**src/rtl/spi_mm_master.sv**
```systemverilog
module spi_mm_master #(
  parameter int DW   = 8,
  parameter int DIVW = 8
) (
  input  logic            clk,
  input  logic            rst_n,
  input  logic [1:0]      cfg_mode,
  input  logic            cfg_cpol,
  input  logic            cfg_cpha,
  input  logic [DIVW-1:0] cfg_div,
  input  logic            mst_set,
  output logic            mst,
  input  logic            start,
  input  logic [DW-1:0]   tx_byte,
  output logic [DW-1:0]   rx_byte,
  output logic            busy,
  output logic            done,
  output logic            fault,
  input  logic            fault_clr,
  output logic            sck_o,
  output logic            mosi_o,
  input  logic            miso_i,
  input  logic            nss_i,
  output logic            nss_o,
  output logic            nss_oe
);

  localparam int EW = $clog2(2 * DW);
  localparam logic [EW-1:0] ELAST = EW'(2 * DW - 1);

  logic [2:0]      nss_q;
  logic [DIVW-1:0] cnt;
  logic [EW-1:0]   edg;
  logic [DW-1:0]   sh, rsh;
  logic            sck_q;

  wire nss_fall = (cfg_mode == 2'b01) && nss_q[2] && !nss_q[1];
  wire abort    = nss_fall && mst;
  wire go       = start && mst && !busy && !abort;
  wire tick     = busy && (cnt == cfg_div);
  wire lead     = ~edg[0];
  wire smp      = tick && (lead ^ cfg_cpha);
  wire shf      = tick && !(lead ^ cfg_cpha) && (edg != '0);
  wire smp_last = smp && (edg[EW-1:1] == {(EW-1){1'b1}});
  wire [DW-1:0] rnext = {rsh[DW-2:0], miso_i};

  assign sck_o  = busy ? sck_q : cfg_cpol;
  assign mosi_o = sh[DW-1];
  assign nss_oe = cfg_mode[1];
  assign nss_o  = cfg_mode[1] ? cfg_mode[0] : 1'b1;

  always_ff @(posedge clk or negedge rst_n) begin
    if (!rst_n) begin
      nss_q   <= 3'b111;
      mst     <= 1'b0;
      fault   <= 1'b0;
      busy    <= 1'b0;
      done    <= 1'b0;
      cnt     <= '0;
      edg     <= '0;
      sh      <= '0;
      rsh     <= '0;
      rx_byte <= '0;
      sck_q   <= 1'b0;
    end else begin
      nss_q <= {nss_q[1:0], nss_i};
      done  <= 1'b0;
      if (abort)        mst <= 1'b0;
      else if (mst_set) mst <= 1'b1;
      if (abort)          fault <= 1'b1;
      else if (fault_clr) fault <= 1'b0;
      if (abort) begin
        busy <= 1'b0;
      end else if (go) begin
        busy  <= 1'b1;
        cnt   <= '0;
        edg   <= '0;
        sh    <= tx_byte;
        sck_q <= cfg_cpol;
      end else if (busy) begin
        cnt <= tick ? '0 : cnt + 1'b1;
        if (tick) begin
          sck_q <= ~sck_q;
          edg   <= edg + 1'b1;
          if (edg == ELAST) busy <= 1'b0;
        end
        if (shf) sh <= {sh[DW-2:0], 1'b0};
        if (smp) rsh <= rnext;
        if (smp_last) begin
          rx_byte <= rnext;
          done    <= 1'b1;
        end
      end
    end
  end

  AST_DONE_ONE_CYCLE: assert property (@(posedge clk) disable iff (!rst_n)
    done |=> !done);

  AST_FAULT_HOLDS: assert property (@(posedge clk) disable iff (!rst_n)
    (fault && !fault_clr) |=> fault);

  AST_START_NEEDS_MASTER: assert property (@(posedge clk) disable iff (!rst_n)
    (!mst && !busy) |=> !busy);

  AST_FAULT_DROPS_MASTER: assert property (@(posedge clk) disable iff (!rst_n)
    $rose(fault) |-> (!mst && !busy && !done));

  AST_NO_FAULT_OTHER_MODES: assert property (@(posedge clk) disable iff (!rst_n)
    (cfg_mode != 2'b01 && !fault) |=> !fault);

  AST_SCK_QUIET_IDLE: assert property (@(posedge clk) disable iff (!rst_n)
    (!busy && $past(!busy) && $stable(cfg_cpol)) |-> $stable(sck_o));

endmodule

```
**config.mk**
```make
export PLATFORM = sky130hd
export DESIGN_NAME = spi_mm_master
export DESIGN_NICKNAME = d
export VERILOG_FILES = /design/src/rtl/spi_mm_master.sv
export SDC_FILE = /design/constraint.sdc
export NUM_CORES = 1
export LEC_CHECK = 0
export BUFFER_PORTS_ARGS = -buffer_cell sky130_fd_sc_hd__buf_2
export CAP_MARGIN = 20
export CORE_MARGIN = 2
export CORE_UTILIZATION = 29
export CTS_CLUSTER_DIAMETER = 150
export DETAILED_ROUTE_END_ITERATION = 7
export PLACE_DENSITY = 0.56
export SETUP_SLACK_MARGIN = 0.2
export SLEW_MARGIN = 40
export SYNTH_ARGS = -nofsm -noshare
export SYNTH_HDL_FRONTEND = slang
export SYNTH_SLANG_ARGS = --single-unit
```
**constraint.sdc**
```tcl
create_clock -name clk -period 1.9 [get_ports clk]
set_input_delay 0.19 -clock clk [delete_from_list [all_inputs] [get_ports clk]]
set_output_delay 0.19 -clock clk [all_outputs]
set_load 0.05 [all_outputs]
```
-- Yosys cells after proc, flatten, opt, wreduce, memory -nomap -nowiden
Cells that the tools add are included.
- bits in registers: 43
- input port bits: 27
- output and inout port bits: 16
- logic and storage cells: 75
- add/subtract/negate cells: 2
- equal/unequal tests: 4
- muxes and demuxes: 27
- bitwise gates (word level): 5
- reductions and logical operators: 26
- operators by type and width (operator ; count):
    $mux W8 ; 6
    $mux W1 ; 18
    $mux W4 ; 3
    $logic_and A1 B1 Y1 ; 11
    $reduce_bool A2 Y1 ; 5
    $add A8 B1 Y8 const B ; 1
    $eq A8 B8 Y1 ; 1
    $reduce_and A4 Y1 ; 2
    $reduce_and A3 Y1 ; 2
    $add A4 B1 Y4 const B ; 1
    $eq A4 B4 Y1 const B ; 1
    $logic_not A1 Y1 ; 4
    $not A1 Y1 ; 4
    $reduce_bool A4 Y1 ; 1
    $eq A3 B3 Y1 const B ; 1
    $eq A2 B1 Y1 const B ; 1
    $reduce_and A2 Y1 ; 1
    $xor A1 B1 Y1 ; 1

-- Longest topological paths before layout
Gate-level depths: netlist of run 1.
- word-level depth: 8
- depth in mapped cells: 7
- gate-level depth less buffers: 6

-- Least setup slack after synthesis of run 1
OpenSTA, ideal clock, no wires.
- kind: reg2reg
- start: register mst
- end: register rx_byte[0]
- setup time: 125 ps
- arrival: 1990 ps
- data required time: 1775 ps
- setup slack: -216 ps
- cell stages (with the launch flop): 7
- path through: dfrtp_1 > buf_2 > and3b_4 > a211oi_4 > nand4_4 > nor2_8 > mux2_4
- word-level cells in the longest chain between the ends: 5
- ends and longest elaborated chain (what ; RTL line ; RTL):
    start: declaration ; 12 ; output logic mst,
    start signal: assignment ; 55 ; mst <= 1'b0;
    start signal: assignment ; 68 ; if (abort) mst <= 1'b0;
    start signal: assignment ; 69 ; else if (mst_set) mst <= 1'b1;
    $logic_and A1 B1 Y1 (on tied branches) ; 39, 38 ;
    $logic_and A1 B1 Y1 or $logic_not A1 Y1 (tied branches) ; 39 ; wire go = start && mst && !busy && !abort;
    $logic_and A1 B1 Y1 ; 39 ;
    $not A1 Y1 (no line) ; -- ;
    $reduce_and A4 Y1 (no line) (*) ; -- ;
    end signal: assignment ; 90 ; rx_byte <= rnext;
    end: declaration ; 15 ; output logic [DW-1:0] rx_byte,
Every way passes the cells marked *; elsewhere a longest branch is shown, timed or not.
A chain may end at the register's enable or synchronous reset.

-- Worst setup path after layout of run 1
- start: register nss_q[1]
- end: register rx_byte[6]
- word-level cells in the longest chain between the ends: 7
- ends and longest elaborated chain (what ; RTL line ; RTL):
    start: declaration ; 31 ; logic [2:0] nss_q;
    start signal: assignment ; 66 ; nss_q <= {nss_q[1:0], nss_i};
    $logic_not A1 Y1 (*) ; 37 ; wire nss_fall = (cfg_mode == 2'b01) && nss_q[2] && !nss_q[1];
    $logic_and A1 B1 Y1 (*) ; 37 ;
    $logic_and A1 B1 Y1 (*) ; 38 ; wire abort = nss_fall && mst;
    $logic_not A1 Y1 ; 39 ;
    $logic_and A1 B1 Y1 ; 39 ;
    $not A1 Y1 (no line) ; -- ;
    $reduce_and A4 Y1 (no line) (*) ; -- ;
Marked as above.

==> results of run 1 <==
==> cells by family (layout without fill, tap and decap cells) <==
kind of cell,after synthesis,count (layout)
AO/OA/AOI/OAI,23,23
XOR/XNOR,15,15
adder cells (fa/ha/maj),3,3
buffers and inverters,12,79
flip-flops,43,43
multiplexers,17,17
AND/OR/NAND/NOR,74,74
==> worst max-delay path, delay by kind of cell, from the launching register on <==
family          cells  cell delay (ns)
mux                 1             0.32
simple gates        3             0.58
compound gates      1             0.24
flops               1             0.53
==> sequential cells by signal, summed over array words and instances (netlist names) <==
name,flops
cnt,8
rx_byte,8
sh,8
rsh,7
edg,4
nss_q,3
busy,1
done,1
fault,1
mst,1
sck_q,1
==> cell usage after synthesis, drive strengths merged <==
library cell  count
nor2             15
nand4            14
and3              4
o21ai             6
xnor2             3
nand2b            1
o31a              1
ha                3
nor3              2
inv               4
nand3b            1
and4              1
a211oi            1
a21oi             3
and2              2
nand2            23
dfstp             3
o221a             1
dfrtp            40
and3b             1
a22oi             1
xor2             12
buf               5
mux2             16
nand3             7
a31oi             2
mux2i             1
o31ai             2
and4bb            1
nor4              2
clkbuf            3
o211ai            6
==> metal layers <==
metal  vias to the layer above  GRT usage
met5                         -          0
met4                         0     0.0407
met3                        10     0.0397
met2                        32      0.201
met1                       788      0.163
li1                        797          -
==> layout make-up <==
class | instances | area (um^2)
Clock buffer | 6 | 82.6
Inverter | 4 | 15.0
Fill cell | 730 | 4360
Sequential cell | 43 | 1080
Tap cell | 99 | 124
Clock inverter | 2 | 35.0
Timing Repair Buffer | 67 | 430
Multi-Input combinational cell | 132 | 1040
==> worst max-delay path by stage <==
stage,start,end,slack (ns),depth (start not counted)
floorplan,mst,rx_byte[0],-0.05,6
global route,nss_q[1],rx_byte[0],0.02,5
global placement,nss_q[1],rx_byte[0],0.03,5
finish,nss_q[1],rx_byte[6],0.12,5
detailed placement,nss_q[1],rx_byte[0],0.008,5
CTS,nss_q[1],rx_byte[6],0.10,5
==> metrics by stage <==
stage | setup TNS [ns] | instances | setup WS, ns
2_1_floorplan | -0.374 | 187 | -0.0468
3_3_place_gp | 0 | 336 | 0.0336
3_5_place_dp | 0 | 336 | 0.00789
4_1_cts | 0 | 347 | 0.104
5_1_grt | 0 | 353 | 0.0221
6_report | 0 | 353 | 0.119
==> repair_timing <==
action / in CTS / in global routing
gates resized for setup: 10 / 8
endpoints found under the hold margin: 20 / 0
setup buffers: 1 / 6
setup endpoints to repair: 36 / 33
hold buffers: 2 / 0
pin swaps: 5 / 2
==> report_power, final <==
| group | switching, W | internal, W |
|---|---|---|
| Sequential | 0.000143 | 0.00108 |
| Combinational | 0.000433 | 0.000348 |
| Clock | 0.000318 | 0.000426 |
==> flow_summary_export.csv, run 1 <==
group,metric,value,unit
global_routing,grt_max_degree,25,
place,port_buffers,42,
cts,clkLatencyLatePin,0.29,ns
drt,viasPerCell,4.61,
critical_path,cp-end-kind,"flip-flop",
drt,first_pass_iters,4,
place,place_area,0.00255,mm^2
global_routing,antenna_found_initial,0,
critical_path,reg2reg_depth,5,
critical_path,cp_cell_sequence,"and4bb_1 > a211oi_4 > nand4_4 > nor2_8 > mux2_4",
synthesis,synth_compound_area_frac,0.0797,
synthesis,synth-simple-area-share,0.201,
global_routing,grt_first_pass_wirelength,7680,um
cts,cts_tree,"yes",
drt,drtIter0Drc,80,
global_routing,grtUsageTotal,0.126,
synthesis,ys_warn_count,0,
critical_path,cp_max_fo,8,
power_and_ir_drop,power_density,976,mW/mm^2
drt,wl_met1,2180,um
final_layout,design_area,0.00281,mm^2
final_layout,final_common_cell,"buf_2",
critical_path,rrSetupSlack,0.12,ns
drt,drc,0,
final_layout,final_nets,283,
timing,fmax,0.562,GHz
drt,final_antenna_net_count,0,
timing,finalSetupViolCount,0,
critical_path,cp.arrival,1.96,ns
min_path,hold_end,"fault",
power_and_ir_drop,finalPower,0.00275,W
power_and_ir_drop,leakagePower,1.33,nW
cts,cts_buffers,5,
cts,clk_pin_slew,0.08,ns
final_layout,layout_common_cells,"buf_2 (42), dfrtp_1 (38), nand2_1 (21)",
min_path,min_from,"fault_clr",
floorplanning,dieHeight,89.5,um
synthesis,yosysSeqAreaShare,0.510,
timing,skew,0.00604,ns
synthesis,ys_ff_latch,43,
floorplanning,io_pins,43,
timing,hold_viol,0,
drt,wl_met2,2190,um
global_routing,grt_pass1_vias,1623,
floorplanning,coreArea,0.00718,mm^2
synthesis,synth_xor_area_frac,0.0620,
timing,fin_crit_sh,0.937,
final_layout,fin_util,0.392,
min_path,hold_class,"in -> reg",
drt,top_layer_used,"met4",
synthesis,syn_avg_cell_area,11.3,um^2
cts,cts_root_buf,"clkbuf_8",
synthesis,synthAdderAreaFrac,0.0177,
timing,holdWs,0.0784,ns
critical_path,slowest_delay,0.53,ns
drt,met3_length,169,um
cts,clock_path_buffers,2,
final_layout,num_antenna_cells,0,
run_status,status,"finished clean",
timing,slew_violations,0,
min_path,hold_path_depth,2,
drt,routed_wl,4640,um
place,dpl.hpwl,3400,um
critical_path,crit_required,2.08,ns
critical_path,r2r_end,"rx_byte[6]",
floorplanning,fp-row-count,31,
timing,period_needed,1.78,ns
drt,routedWlPerCell,13.1,um
final_layout,drive_gt1_frac,0.449,
synthesis,synth_top_family_by_area,"simple AND/OR/NAND/NOR gates",
floorplanning,initial_core_util,0.295,
synthesis,synth.area.top_cells,"dfrtp_1 (47%), mux2_4 (5.7%), xor2_1 (5.0%), mux2_2 (4.3%), nand2_1 (4.1%)",
synthesis,syn-instance-count,187,
timing,maxSlewHeadroom,0.656,
power_and_ir_drop,ir_worst_vdd,0.264,mV
floorplanning,die-area,0.00800,mm^2
timing,rsz0062_at_grt,"true",
critical_path,crit_slowest_cell,"dfstp_2",
synthesis,synth_cell_type_count,40,
final_layout,synthToLayoutAreaGrowth,32.8,%
cts,clock-sinks,43,
drt,num_vias,1627,
synthesis,synthesis.nets,217,
floorplanning,chipWidth,89.5,um
run,drv_cap,0,
place,finalWeightedCongestion,0.812,
global_routing,overflow,0,
critical_path,crit_type,"reg -> reg",
critical_path,r2r_start,"nss_q[1]",
synthesis,synth_area,0.00212,mm^2
cts,cts-htree-levels,2,
synthesis,synth_top_area_frac,0.473,
synthesis,synth_area_leader_cell,"dfrtp_1",
synthesis,synthMuxAreaShare,0.104,
timing,worst_pin_slew,0.516,ns
critical_path,start_kind,"flip-flop",
(Power assumes the default switching activity.)
==> run 2: changes to the inputs <==
--- a/config.mk
+++ b/config.mk
@@ -7,6 +7,7 @@
 export LEC_CHECK = 0
 export BUFFER_PORTS_ARGS = -buffer_cell sky130_fd_sc_hd__buf_2
 export CAP_MARGIN = 20
+export CORE_ASPECT_RATIO = 1.2
 export CORE_MARGIN = 2
 export CORE_UTILIZATION = 29
 export CTS_CLUSTER_DIAMETER = 150
==> flow_summary_export.csv, run 2 (same netlist as run 1, synthesis figures left out) <==
group,metric,value,unit
place,dpl.hpwl,3490,um
min_path,hold_end,"fault",
critical_path,reg2reg_depth,5,
critical_path,rrSetupSlack,0.11,ns
critical_path,r2r_start,"nss_q[1]",
cts,clkLatencyLatePin,0.30,ns
drt,routed_wl,4940,um
power_and_ir_drop,leakagePower,1.34,nW
cts,clk_pin_slew,0.09,ns
timing,fin_crit_sh,0.943,
power_and_ir_drop,ir_worst_vdd,0.343,mV
critical_path,cp_max_fo,8,
drt,first_pass_iters,4,
critical_path,crit_buf_inv,0,
place,finalWeightedCongestion,0.744,
timing,worst_pin_slew,0.648,ns
min_path,hold_class,"in -> reg",
cts,cts_tree,"yes",
final_layout,final_nets,285,
timing,period_needed,1.79,ns
power_and_ir_drop,power_density,966,mW/mm^2
timing,finalSetupViolCount,0,
timing,maxSlewHeadroom,0.568,
final_layout,synthToLayoutAreaGrowth,35.1,%
global_routing,grt_first_pass_wirelength,8170,um
critical_path,crit_family,"simple AND/OR/NAND/NOR gates",
global_routing,grt_max_degree,29,
cts,cts_root_buf,"clkbuf_8",
timing,hold_viol,0,
min_path,hold_path_depth,2,
critical_path,start_kind,"flip-flop",
floorplanning,fp-row-count,34,
critical_path,cp.arrival,1.99,ns
timing,fmax,0.558,GHz
drt,drc,0,
final_layout,num_antenna_cells,0,
critical_path,crit_type,"reg -> reg",
timing,holdWs,0.0806,ns
cts,clock-sinks,43,
critical_path,r2r_end,"rx_byte[5]",
drt,final_antenna_net_count,0,
global_routing,grt_pass1_vias,1715,
drt,viasPerCell,4.85,
cts,cts-htree-levels,2,
timing,fin_ws,0.107,ns
critical_path,cp-end-kind,"flip-flop",
drt,routedWlPerCell,14.3,um
place,dp_slack,-0.00246,ns
floorplanning,dieHeight,97.6,um
place,port_buffers,42,
drt,num_vias,1677,
drt,drtIter0Drc,86,
critical_path,crit_required,2.09,ns
critical_path,slowest_delay,0.53,ns
final_layout,fin_util,0.400,
global_routing,grtUsageTotal,0.132,
timing,rsz0062_at_grt,"true",
final_layout,largestRegisters,"cnt x8, rx_byte x8, sh x8",
min_path,min_from,"fault_clr",
global_routing,overflow,0,
floorplanning,chipWidth,82.0,um
floorplanning,die-area,0.00801,mm^2
critical_path,cp.depth,5,
place,numPlacedInstances,327,
timing,slew_violations,0,
timing,skew,0.0126,ns
floorplanning,initial_core_util,0.296,
final_layout,layout_common_cells,"buf_2 (43), dfrtp_1 (38), nand2_1 (21)",
cts,clock_path_buffers,2,
final_layout,stdcell_count,346,
final_layout,drive_gt1_frac,0.461,
floorplanning,io_pins,43,
global_routing,antenna_found_initial,0,
final_layout,final_common_cell,"buf_2",
critical_path,cp_cell_sequence,"and4bb_1 > a211oi_4 > nand4_4 > nor2_8 > mux2_4",
cts,cts_buffers,5,
floorplanning,coreArea,0.00715,mm^2
run,drv_cap,0,
critical_path,crit_slowest_cell,"dfstp_2",
run_status,status,"finished clean",
-- run 2: repair_timing --
item,in CTS,in global routing
setup endpoints to repair,33,34
hold buffers,2,0
hold endpoints to repair,25,0
pin swaps,7,4
gates resized for setup,9,15
buffers inserted,0,7
cloned,0,2
-- run 2: power by group --
part | switching [W] | total [W] | internal, W
Combinational | 0.000437 | 0.000788 | 0.000351
Clock | 0.000338 | 0.000734 | 0.000396
Sequential | 0.000162 | 0.00124 | 0.00108
-- run 2: stage by stage --
step	instance area, um^2	total power, W	setup TNS [ns]
global route	2860	0.00294	0
finish	2860	0.00276	0
CTS	2710	0.00271	0
detailed placement	2540	0.00195	-0.00246
global placement	2540	0.00193	0
floorplan	2130	0.00172	-0.374
-- run 2: area by class of cell --
class | count | area, um^2
Fill cell | 727 | 4290
Sequential cell | 43 | 1080
Multi-Input combinational cell | 132 | 1080
Timing Repair Buffer | 69 | 460
Tap cell | 90 | 113
Clock buffer | 5 | 68.8
Clock inverter | 3 | 46.3
Inverter | 4 | 15.0
-- run 2: how the worst max path moves through the flow --
| stage | to | slack (ns) | start |
|---|---|---|---|
| detailed placement | rx_byte[1] | -0.002 | nss_q[1] |
| floorplan | rx_byte[0] | -0.05 | mst |
| global placement | rx_byte[3] | 0.03 | nss_q[1] |
| finish | rx_byte[5] | 0.11 | nss_q[1] |
| CTS | rx_byte[7] | 0.09 | nss_q[1] |
| global route | rx_byte[0] | 0.04 | nss_q[1] |
-- run 2: routing by layer --
metal  global-route usage  wire length, um  up-vias
met2                0.224             2650       26
met4               0.0487               72        0
li1                     -                -      805
met5                    0                0        -
met3               0.0260              130        6
met1                0.163             2080      840
